$ cat config.mk
export PLATFORM = sky130hd
export DESIGN_NAME = ilas_gen
export DESIGN_NICKNAME = d
export VERILOG_FILES = /design/src/rtl/ilas_pkg.sv /design/src/rtl/ilas_lmfc.sv /design/src/rtl/ilas_fsm.sv /design/src/rtl/ilas_octet_mux.sv /design/src/rtl/ilas_gen.sv
export SDC_FILE = /design/constraint.sdc
export NUM_CORES = 1
export LEC_CHECK = 0
export ABC_AREA = 1
export BUFFER_PORTS_ARGS = -buffer_cell sky130_fd_sc_hd__buf_2
export CORE_MARGIN = 2
export CORE_UTILIZATION = 55
export DETAILED_ROUTE_END_ITERATION = 10
export GPL_ROUTABILITY_DRIVEN = 0
export PLACE_DENSITY = 0.85
export SYNTH_ARGS = -nofsm -noshare
export SYNTH_HDL_FRONTEND = slang
export SYNTH_HIERARCHICAL = 1
export SYNTH_SLANG_ARGS = --single-unit
$ cat constraint.sdc
create_clock -name clk -period 8.6 [get_ports clk]
set_input_delay 0.86 -clock clk [delete_from_list [all_inputs] [get_ports clk]]
set_output_delay 0.86 -clock clk [all_outputs]
set_load 0.02 [all_outputs]
$ cat src/rtl/ilas_pkg.sv
package ilas_pkg;
   localparam logic [7:0] OCT_R = 8'h1C;  // K28.0
   localparam logic [7:0] OCT_A = 8'h7C;  // K28.3
   localparam logic [7:0] OCT_Q = 8'h9C;  // K28.4
   localparam logic [7:0] OCT_K = 8'hBC;  // K28.5
   localparam logic [7:0] OCT_IDLE = 8'h00;

   typedef enum logic [1:0] {
      PH_CGS  = 2'd0,
      PH_ILAS = 2'd1,
      PH_DATA = 2'd2
   } ilas_phase_e;
endpackage

$ cat src/rtl/ilas_lmfc.sv
module ilas_lmfc #(
   parameter int FW = 8,
   parameter int KW = 5,
   localparam int LW = FW + KW
) (
   input  logic          clk,
   input  logic          rst_n,
   input  logic          sysref,
   input  logic [FW-1:0] f_m1,
   input  logic [KW-1:0] k_m1,
   output logic [LW-1:0] cnt,
   output logic          at_last,
   output logic          wrap_next
);
   logic [LW:0]   mf_len;
   logic [LW-1:0] last_pos;

   always_comb begin
      mf_len   = ((LW+1)'(f_m1) + 1'b1) * ((LW+1)'(k_m1) + 1'b1);
      last_pos = LW'(mf_len - 1'b1);
   end

   assign at_last   = (cnt == last_pos);
   assign wrap_next = at_last || sysref;

   always_ff @(posedge clk) begin
      if (!rst_n)         cnt <= '0;
      else if (wrap_next) cnt <= '0;
      else                cnt <= cnt + 1'b1;
   end
endmodule

$ cat src/rtl/ilas_fsm.sv
module ilas_fsm
   import ilas_pkg::*;
(
   input  logic        clk,
   input  logic        rst_n,
   input  logic        sync_n,
   input  logic        at_last,
   input  logic        wrap_next,
   output ilas_phase_e phase,
   output logic [1:0]  mf_idx,
   output logic        done
);
   assign done = (phase == PH_ILAS) && (mf_idx == 2'd3) && at_last;

   always_ff @(posedge clk) begin
      if (!rst_n) begin
         phase  <= PH_CGS;
         mf_idx <= 2'd0;
      end else if (!sync_n) begin
         phase  <= PH_CGS;
         mf_idx <= 2'd0;
      end else begin
         case (phase)
            PH_CGS: if (wrap_next) phase <= PH_ILAS;
            PH_ILAS: if (at_last) begin
               if (mf_idx == 2'd3) phase <= PH_DATA;
               mf_idx <= mf_idx + 2'd1;
            end
            default: phase <= PH_DATA;
         endcase
      end
   end
endmodule

$ cat src/rtl/ilas_octet_mux.sv
module ilas_octet_mux
   import ilas_pkg::*;
#(
   parameter int LW    = 13,
   parameter int CFG_N = 14,
   localparam int CI_W = $clog2(CFG_N),
   localparam int CI_N = 2 ** CI_W
) (
   input  ilas_phase_e        phase,
   input  logic [1:0]         mf_idx,
   input  logic [LW-1:0]      cnt,
   input  logic               at_last,
   input  logic [CFG_N*8-1:0] cfg_oct,
   output logic [7:0]         oct_data,
   output logic               oct_k
);
   logic [7:0]    cfg_arr [CI_N];
   logic [LW-1:0] cidx;
   logic          in_cfg;

   for (genvar i = 0; i < CI_N; i++) begin : g_cfg
      if (i < CFG_N) begin : g_used
         assign cfg_arr[i] = cfg_oct[8*i +: 8];
      end else begin : g_pad
         assign cfg_arr[i] = 8'h00;
      end
   end

   assign cidx   = cnt - LW'(2);
   assign in_cfg = (cnt >= LW'(2)) && (cnt < LW'(CFG_N + 2));

   always_comb begin
      oct_data = OCT_IDLE;
      oct_k    = 1'b0;
      case (phase)
         PH_CGS: begin
            oct_data = OCT_K;
            oct_k    = 1'b1;
         end
         PH_ILAS: begin
            if (cnt == '0) begin
               oct_data = OCT_R;
               oct_k    = 1'b1;
            end else if (at_last) begin
               oct_data = OCT_A;
               oct_k    = 1'b1;
            end else if (mf_idx == 2'd1 && cnt == LW'(1)) begin
               oct_data = OCT_Q;
               oct_k    = 1'b1;
            end else if (mf_idx == 2'd1 && in_cfg) begin
               oct_data = cfg_arr[cidx[CI_W-1:0]];
            end else begin
               oct_data = cnt[7:0];
            end
         end
         default: ;
      endcase
   end
endmodule

$ cat src/rtl/ilas_gen.sv
module ilas_gen
   import ilas_pkg::*;
#(
   parameter int FW    = 8,
   parameter int KW    = 5,
   parameter int CFG_N = 14,
   localparam int LW   = FW + KW
) (
   input  logic               clk,
   input  logic               rst_n,
   input  logic               sysref,
   input  logic               sync_n,
   input  logic [FW-1:0]      f_m1,
   input  logic [KW-1:0]      k_m1,
   input  logic [CFG_N*8-1:0] cfg_oct,
   output logic [7:0]         oct_data,
   output logic               oct_k,
   output logic               ilas_done
);
   if (FW < 1 || KW < 1 || LW < 8) begin : g_bad_width
      $error("ilas_gen: FW and KW must be positive with FW+KW >= 8");
   end
   if (CFG_N < 2 || CFG_N + 2 >= 2 ** LW) begin : g_bad_cfg
      $error("ilas_gen: CFG_N does not fit a multiframe");
   end

   logic [LW-1:0] lmfc_cnt;
   logic          lmfc_last;
   logic          lmfc_wrap;
   ilas_phase_e   phase;
   logic [1:0]    mf_idx;

   ilas_lmfc #(.FW(FW), .KW(KW)) u_lmfc (
      .clk       (clk),
      .rst_n     (rst_n),
      .sysref    (sysref),
      .f_m1      (f_m1),
      .k_m1      (k_m1),
      .cnt       (lmfc_cnt),
      .at_last   (lmfc_last),
      .wrap_next (lmfc_wrap)
   );

   ilas_fsm u_fsm (
      .clk       (clk),
      .rst_n     (rst_n),
      .sync_n    (sync_n),
      .at_last   (lmfc_last),
      .wrap_next (lmfc_wrap),
      .phase     (phase),
      .mf_idx    (mf_idx),
      .done      (ilas_done)
   );

   ilas_octet_mux #(.LW(LW), .CFG_N(CFG_N)) u_mux (
      .phase    (phase),
      .mf_idx   (mf_idx),
      .cnt      (lmfc_cnt),
      .at_last  (lmfc_last),
      .cfg_oct  (cfg_oct),
      .oct_data (oct_data),
      .oct_k    (oct_k)
   );
endmodule

# After elaboration in Yosys (flattened, before gate mapping)
# Index checks and enable logic that the tools add are counted.
# totals
word_cells,51
regBits,17
inputBits,129
mem_bits_rw,0
rom_bits,0
output_inout_bits,10
latchBits,0
n_memories,0
# op_classes
muxes,16
shift,0
bitwise_logic,2
div_mod_pow,0
eq_ne,8
n_addsub,6
n_lt_le_gt_ge,3
multipliers,1
n_reduce_logical,12
# ops
op,count
$mux 8,6
$bmux 8 s4,1
$pmux 8 s2,1
$mul 14x14->13,1
$add 13x1->13 const B,1
$eq 13x1->1 const B,1
$eq 13x13->1,1
$ge 13x2->1 const B,1
$logic_not 13->1,1
$lt 13x5->1 const B,1
$sub 13x1->13 const B,1
$add 8x1->9 const B,1
$add 5x1->6 const B,1
$mux 2,3
$ge 5x5->1 const B,1
$logic_and 1x1->1,5
$not 4->5,1
$eq 2x1->1 const B,2
$ne 2x2->1 const B,2
$pmux 2 s2,1
$reduce_and 2->1,2
$sub 4x2->4 const B,1
$mux 1,3
$reduce_and 3->1,1
other kinds (8),8

# Depth between registers and ports, before layout
# Gate-level depths: netlist of the first run.
# depth
ltp_word,10
mapped_depth,31
depth_no_buf,31

# Cells and area by module
# The synthesis of the first run kept the hierarchy.
# by_module_without_submodules
mod,cells_each,n_inst,area_per_inst_um2,seq_area_each_um2
ilas_lmfc,406,1,2825.2,260.2
ilas_octet_mux,323,1,1475.2,0.0
ilas_fsm,27,1,195.2,80.1

# Worst setup path before layout of the first run
# Ideal clock, no wire load.
# synth_path
path_type,input to output
start,input port f_m1[0]
end,output port oct_data[4]
n_path_buf,0
stages,27
arrival_time_ns,5.619
setup_slack_ns,2.121
t_required_ns,7.740
cell_sequence,ha_1 > nand2_1 > inv_1 > nand3_1 > xor2_1 > nand2_1 > fa_1 > fa_1 > fa_1 > inv_1 > fa_1 > ha_1 > nand2_1 > inv_1 > a21oi_1 > nand3_1 > nand2_1 > nand2_1 > nand2_1 > nand3_1 > nor2_1 > nand3_2 > inv_1 > inv_1 > nand4_2 > nor2_1 > a21oi_1
# synth_between
elab_chain_cells,7
# synth_lines
element,line_no,text
"start, declared",ilas_gen.sv:13,"input logic [FW-1:0] f_m1,"
$add 8x1->9,ilas_lmfc.sv:19,mf_len = ((LW+1)'(f_m1) + 1'b1) * ((LW+1)'(k_m1) + 1'b1);
$mul 14x14->13,ilas_lmfc.sv:19,
$sub 13x1->13,ilas_lmfc.sv:20,last_pos = LW'(mf_len - 1'b1);
$eq 13x13->1,ilas_lmfc.sv:23,assign at_last = (cnt == last_pos);
via lmfc_last,ilas_gen.sv:28,logic lmfc_last;
$mux 8,ilas_octet_mux.sv:44,end else if (at_last) begin
$mux 8,ilas_octet_mux.sv:41,if (cnt == '0) begin
$pmux 8 s2,ilas_octet_mux.sv:35,case (phase)
"end, declared",ilas_gen.sv:16,"output logic [7:0] oct_data,"
# The timed path passes the listed nets, and every way through them passes these cells.

# Worst setup path after layout of the first run
# layout_path
start,input port k_m1[0]
end,output port oct_data[0]
# layout_between
elab_chain_cells,7
# layout_lines
element,line_no,text
"start, declared",ilas_gen.sv:14,"input logic [KW-1:0] k_m1,"
$add 5x1->6,ilas_lmfc.sv:19,
$mul 14x14->13,ilas_lmfc.sv:19,
$sub 13x1->13,ilas_lmfc.sv:20,
$eq 13x13->1,ilas_lmfc.sv:23,
via lmfc_last,ilas_gen.sv:28,
$mux 8,ilas_octet_mux.sv:44,
$mux 8,ilas_octet_mux.sv:41,
$pmux 8 s2,ilas_octet_mux.sv:35,
# The timed path passes the listed nets, and every way through them passes these cells.

==> impl_metrics.toml, run 1 <==
[status]
status = "finished, final reports clean"

[job]
drv_cap = 0

[critical_path]
crit_path_end = "oct_data[0]"
timing.rr.end = "u_lmfc/cnt[12]"
crit_arrival_ns = 6.32
crit_start = "k_m1[0]"
crit_type = "in -> out"
r2r_start = "u_lmfc/cnt[0]"
startpoint_type = "input pin"
r2r_slack_ns = 6.04
cp.required_ns = 7.74
critPathCaptureType = "primary output"
rr_worst_depth = 8
crit_fanout = 12

[floorplan]
io_pins = 139
die_w_um = 94.4
die-area_um2 = 8910
core_um2 = 7810
initial_utilization = 0.576
row_count = 32
die_height_um = 94.4

[synth]
ys_seq_area_frac = 0.0757
syn_area_per_cell_um2 = 5.95
synthCells = 756
yosysUniqueCellTypes = 38
synth_flop_cell = "dfxtp_1"
synth_xor_area_frac = 0.0557
syn_nets = 947
synth_top_family_by_area = "simple AND/OR/NAND/NOR gates"
synth_seq_cells = 17
synthAdderAreaFrac = 0.223
synth_edf_count = 0
synth_compound_area_frac = 0.0651
synth-simple-area-share = 0.448
post_synth_instance_area_um2 = 4500
synthArstFlopShare = 0
ys_warn_count = 6
muxShareOfSynthArea = 0

[detailed_routing]
dr.first_iter.drc_count = 368
finalWirelength_um = 12900
drc_errors = 0
drt_first_pass_iters = 5
vias = 5220
drtAntennaViolNets = 0
wl_per_cell_um = 13.1
viasPerCell = 5.33

[final_layout]
fin_nets = 1070
utilization = 0.666
drive_above_1_share = 0.207
area_delta_synth_final_pct = 15.7
fill_cells = 747
n_antenna_cell = 0

[global_route]
grt_pass1_wl_um = 20700
antenna_found_initial = 0
grt_max_degree = 48
first_global_vias = 4800
overflow = 0
grt_usage = 0.284

[clock_tree]
clock-root-buffer = "clkbuf_8"
cts_made_buffers = 3
clock_sinks = 17
ctsHoldBuffers = 0
clkTransAtPathRegs_ns = 0.07
clk_path_buf_depth = 2
clk_latency_ns = 0.25
postCtsSetupBuffers = 0
htree_num_levels = 1
cts_resized = 0
cts_tree = "done"

[placed_design]
post-dp-hpwl_um = 10600
port_buffers = 138
place_ws_ns = 1.52

[sta]
fin_crit_ns = 7.18
hold_violations = 0
slew-limit-headroom = 0.381
grt_setup_unrepaired = "no"
setup_viol = 0
drv_slew = 0
fmax_mhz = 139
fin_skew_ns = 0.00127
finalCritPeriodShare = 0.835
tightestPinTransition_ns = 0.928
layout_setup_ws_ns = 1.42
fin_tns_setup_ns = 0

[pwr]
p_per_area_nw_per_um2 = 177
p_leak_uw = 0.00289
worst_ir_drop_vdd_mv = 0.185

[worst_hold_path]
holdCritPathClass = "reg -> reg"
cell usage in the layout, fill, tap and decap left out, types with 3 or more instances in the layout:
cell type	count
nand2_1	247
buf_2	138
inv_1	106
nor2_1	91
nand3_1	66
ha_1	32
fa_1	30
o21ai_0	23
xor2_1	21
a21oi_1	18
dfxtp_1	16
nor2_2	14
nand4_1	12
nor3_1	9
inv_2	6
xnor2_1	5
nand3b_1	5
or2_2	5
nand2_2	4
clkbuf_8	3
o21bai_1	3
o2111ai_1	3
o211ai_1	3
worst max-delay path, stage by stage:
cell	delay, ns
buf_2	0.20
ha_1	0.24
xor2_1	0.56
nand2_1	0.16
fa_1	0.56
fa_1	0.45
fa_1	0.55
inv_1	0.06
fa_1	0.48
ha_1	0.37
nand2_1	0.10
nor2_1	0.13
nand3_1	0.14
nand3_1	0.11
nand2_1	0.07
nand2_1	0.06
nand2_1	0.04
nand3_1	0.06
nor2_1	0.06
nand3_2	0.11
inv_1	0.11
inv_1	0.11
nand4_2	0.15
nor2_1	0.17
o21ai_0	0.11
nor2_1	0.12
buf_2	0.17
report_power, final:
part | internal (µW) | switching (µW) | total [µW]
logic | 312 | 461 | 773
registers | 79.5 | 4.81 | 84.4
clock network | 32.6 | 30.2 | 62.8
total | 424 | 496 | 920
cells by family after synthesis:
group / Yosys count
DFF: 17
buffers and inverters: 134
xor gates and xnor gates: 27
AOI/OAI and AO/OA: 53
adders and majority gates: 62
and+or+nand+nor: 463
metrics by stage:
stage | total power, µW | area [µm²] | hold slack [ns] | cells
detailed placement | 845 | 5150 | 0.530 | 976
global route | 1040 | 5200 | 0.573 | 980
finish | 920 | 5200 | 0.544 | 980
CTS | 911 | 5200 | 0.544 | 980
floorplan | 688 | 4500 | 0.462 | 756
global placement | 816 | 5150 | 0.522 | 976
cell type report:
cell class / count / area (µm²) / share of cell area
clock buffers: 3 / 41.3 / 0.00794
flip-flops and latches: 17 / 342 / 0.0657
repair buffers: 139 / 698 / 0.134
well taps: 102 / 128 / 0.0245
multi-input cells: 605 / 3560 / 0.684
clock inverters: 1 / 7.51 / 0.00144
inverters: 113 / 427 / 0.0820
how the worst min path moves through the flow:
stage	from	end	slack, ns	cells past startpoint
after floorplan	u_lmfc/cnt[0]	u_lmfc/cnt[0]	0.46	1
after global placement	u_fsm/mf_idx[1]	u_fsm/mf_idx[1]	0.52	4
after detailed placement	u_fsm/mf_idx[1]	u_fsm/mf_idx[1]	0.53	4
after CTS	u_fsm/mf_idx[1]	u_fsm/mf_idx[1]	0.54	4
after global routing	u_fsm/mf_idx[1]	u_fsm/mf_idx[1]	0.57	4
final	u_fsm/mf_idx[1]	u_fsm/mf_idx[1]	0.54	4
flip-flops by register name (all words and copies together), names as in the netlist:
| register | count |
|---|---|
| u_fsm/mf_idx | 2 |
| u_fsm/phase | 2 |
| u_lmfc/cnt | 13 |
cells in the mapped netlist (4+ instances only):
library cell    n  area share
nand2_1       247        0.21
inv_1         106       0.089
nor2_1         91       0.076
nand3_1        66       0.073
ha_1           32       0.089
fa_1           30        0.13
o21ai_0        23       0.026
xor2_1         21       0.041
a21oi_1        18       0.020
dfxtp_1        17       0.076
nor2_2         14       0.019
nand4_1        12       0.017
nor3_1          9       0.010
buf_6           7       0.018
inv_2           6      0.0050
buf_4           5      0.0084
nand3b_1        5      0.0084
or2_2           5      0.0070
xnor2_1         5      0.0097
buf_2           4      0.0045
clkbuf_1        4      0.0033
nand2_2         4      0.0056
metal layers:
metal | vias to the layer above | global-route usage | wire (µm)
li1 | 2599 | - | -
met1 | 2316 | 0.352 | 5160
met2 | 265 | 0.516 | 6070
met3 | 40 | 0.0359 | 1130
met4 | 0 | 0.0833 | 501
met5 | - | 0 | 0
Note: power is estimated with default switching activity, not from simulation.
==> inputs of run 2 (changes only) <==
ABC_AREA = 0   (was 1)
CORE_UTILIZATION = 47   (was 55)
PLACE_DENSITY = 0.79   (was 0.85)
clock period = 6 ns   (was 8.6 ns; I/O delays follow)
==> run 2 against run 1 <==
Setup slack lost 1.7 ns. Synthesized cell count shrank 42%. Wire length is 12% lower. Largest power group unchanged. The run now ends with negative setup slack left. Critical path depth fell by 7. Core utilization is 1.5 points higher. Register-to-register slack got worse by 2.9 ns. Global-route usage fell by 1.6 points. Worst hold slack lost 0.048 ns. Cell area grew 7.1%. Combinational power is 71% higher.
==> impl_metrics.toml, run 2 <==
[sta]
setup_viol = 10
fmax_mhz = 160
fin_crit_ns = 6.24
grt_setup_unrepaired = "yes"
hold_violations = 0
finalCritPeriodShare = 1.04
drv_slew = 0
fin_skew_ns = 0.00382
tightestPinTransition_ns = 0.931
slew-limit-headroom = 0.379
layout_setup_ws_ns = -0.238

[final_layout]
largest_reg_flops = 13
stdcell_area_um2 = 5570
final_common_cell = "buf_2"
seqCellArea_um2 = 342
fin_nets = 813
final_cell_count_no_fill = 726
area_delta_synth_final_pct = 41.3
multi_input_area_um2 = 3720
top_regs = "u_lmfc/cnt x13, u_fsm/mf_idx x2, u_fsm/phase x2"
n_antenna_cell = 0
drive_above_1_share = 0.449
fill_cells = 655
largest_register = "u_lmfc/cnt"
final_cell_mix = "buf_2, buf_4, nand2_1"

[synth]
ys_warn_count = 6
synth_most_common_cell = "nand2_1"
synthTopCellsByArea = "fa_1, mux4_2, ha_1, dfxtp_1, xnor2_1"
synthArstFlopShare = 0
yosys.area.top_type_share = 0.152
yosysUniqueCellTypes = 65
ys_seq_area_frac = 0.0864
syn_area_per_cell_um2 = 9.06
yosys.area.top_type = "fa_1"
synth_flop_cell = "dfxtp_1"
synth_seq_cells = 17
synth_edf_count = 0
synthCells = 435
post_synth_instance_area_um2 = 3940
synth_top_cells_by_count = "nand2_1, inv_1, ha_1"
syn_nets = 626

[placed_design]
place_ws_ns = -0.372
post-dp-hpwl_um = 9530
dp.cells = 711
postPlaceCellArea_um2 = 5280
port_buffers = 138

[floorplan]
die_w_um = 95.6
die-area_um2 = 9130
core_um2 = 8180
row_count = 33
io_pins = 139
initial_utilization = 0.482
die_height_um = 95.6

[clock_tree]
cts_made_buffers = 3
cts_tree = "done"
clk_latency_ns = 0.25
clock_sinks = 17
clkTransAtPathRegs_ns = 0.06
clk_path_buf_depth = 2
clock-root-buffer = "clkbuf_8"
ctsHoldBuffers = 0
htree_num_levels = 1

[critical_path]
crit_fanout = 5
crit_slowest_cell = "fa_1"
crit_arrival_ns = 5.64
slowest_delay_ns = 0.54
cp.required_ns = 5.40
startpoint_type = "input pin"
cpMostUsedCell = "fa_1"
rr_worst_depth = 11
critPathCaptureType = "primary output"
cp_cell_sequence = "buf_2, nand4_1, o21a_1, or2_4, nand2_1, fa_1, fa_1, fa_1, inv_2, fa_2, ha_4, a21o_1, o21bai_1, a2111oi_1, nand4_1, nor4b_4, buf_4, nor3b_4, a221oi_4, buf_6"
crit_type = "in -> out"

[detailed_routing]
viasPerCell = 5.48
vias = 3977
drtAntennaViolNets = 0
dr.first_iter.drc_count = 160
drc_errors = 0
drt_first_pass_iters = 4
wl_per_cell_um = 15.6
finalWirelength_um = 11300

[pwr]
total_power_uw = 1520
worst_ir_drop_vdd_mv = 0.159
p_leak_uw = 0.00248
p_per_area_nw_per_um2 = 273

[worst_hold_path]
holdCritPathClass = "reg -> reg"
hold-path-cell-count = 2

[global_route]
overflow = 0
grt_max_degree = 30
first_global_vias = 4428
antenna_found_initial = 0
grt_pass1_wl_um = 19600
grt_usage = 0.268

[status]
status = "finished, violations left"
violations = "negative setup slack"

[job]
drv_cap = 0
==> run 2: timing repair <==
item / 4_1_cts / 5_1_grt
hold endpoints to repair: 0 / 0
pin swaps: 26 / 2
buffers inserted: 8 / 3
cloned: 0 / 0
endpoints found under the setup margin: 10 / 10
gates resized for setup: 24 / 10
==> run 2: path summary, 6_finish.rpt <==
check	start	slack [ns]	end
worst min-delay path	u_fsm/mf_idx[1]	0.50	u_fsm/mf_idx[1]
worst max-delay path	f_m1[3]	-0.24	oct_data[5]
worst max register to register	u_lmfc/cnt[1]	3.14	u_fsm/mf_idx[0]
worst min register to register	u_fsm/mf_idx[1]	0.50	u_fsm/mf_idx[1]
==> run 2: cell families after synthesis <==
| logic type | share of synthesized area |
|---|---|
| AND/OR/NAND/NOR | 0.222 |
| adder cells (fa/ha/maj) | 0.254 |
| AO/OA/AOI/OAI | 0.101 |
| buffers and inverters | 0.0556 |
| XOR/XNOR | 0.108 |
| multiplexers | 0.174 |
| flip-flops | 0.0864 |
==> run 2: layer usage <==
layer | vias to the layer above | GRT usage | wire [µm]
li1 | 1919 | - | -
met1 | 1921 | 0.298 | 4250
met2 | 113 | 0.538 | 6390
met3 | 24 | 0.0213 | 406
met4 | 0 | 0.0726 | 263
met5 | - | 0 | 0
==> run 2: critical path, delay by kind of cell <==
| family | cells | cell delay, ns |
|---|---|---|
| fa+ha+maj | 5 | 2.10 |
| compound gates | 5 | 1.24 |
| buf+inv | 4 | 0.55 |
| simple gates | 6 | 1.13 |
==> run 2: where the power goes <==
part	total, µW	internal [µW]	switching (µW)
Clock	82.5	47.0	35.4
Combinational	1320	690	627
Sequential	118	114	3.97
Total	1520	851	666
==> run 2: area by class of cell <==
| cell class | count | area share |
|---|---|---|
| Clock buffer | 4 | 0.00809 |
| Timing Repair Buffer | 197 | 0.215 |
| Inverter | 34 | 0.0229 |
| Sequential cell | 17 | 0.0614 |
| Tap cell | 105 | 0.0236 |
| Multi-Input combinational cell | 369 | 0.669 |
==> run 2: per-stage QoR <==
step / TNS [ns] / utilization / hold WS (ns)
finish: -1.92 / 0.681 / 0.496
global route: -4.20 / 0.681 / 0.525
CTS: -2.27 / 0.672 / 0.492
detailed placement: -2.82 / 0.646 / 0.484
global placement: -1.66 / 0.646 / 0.468
floorplan: 0 / - / 0.449
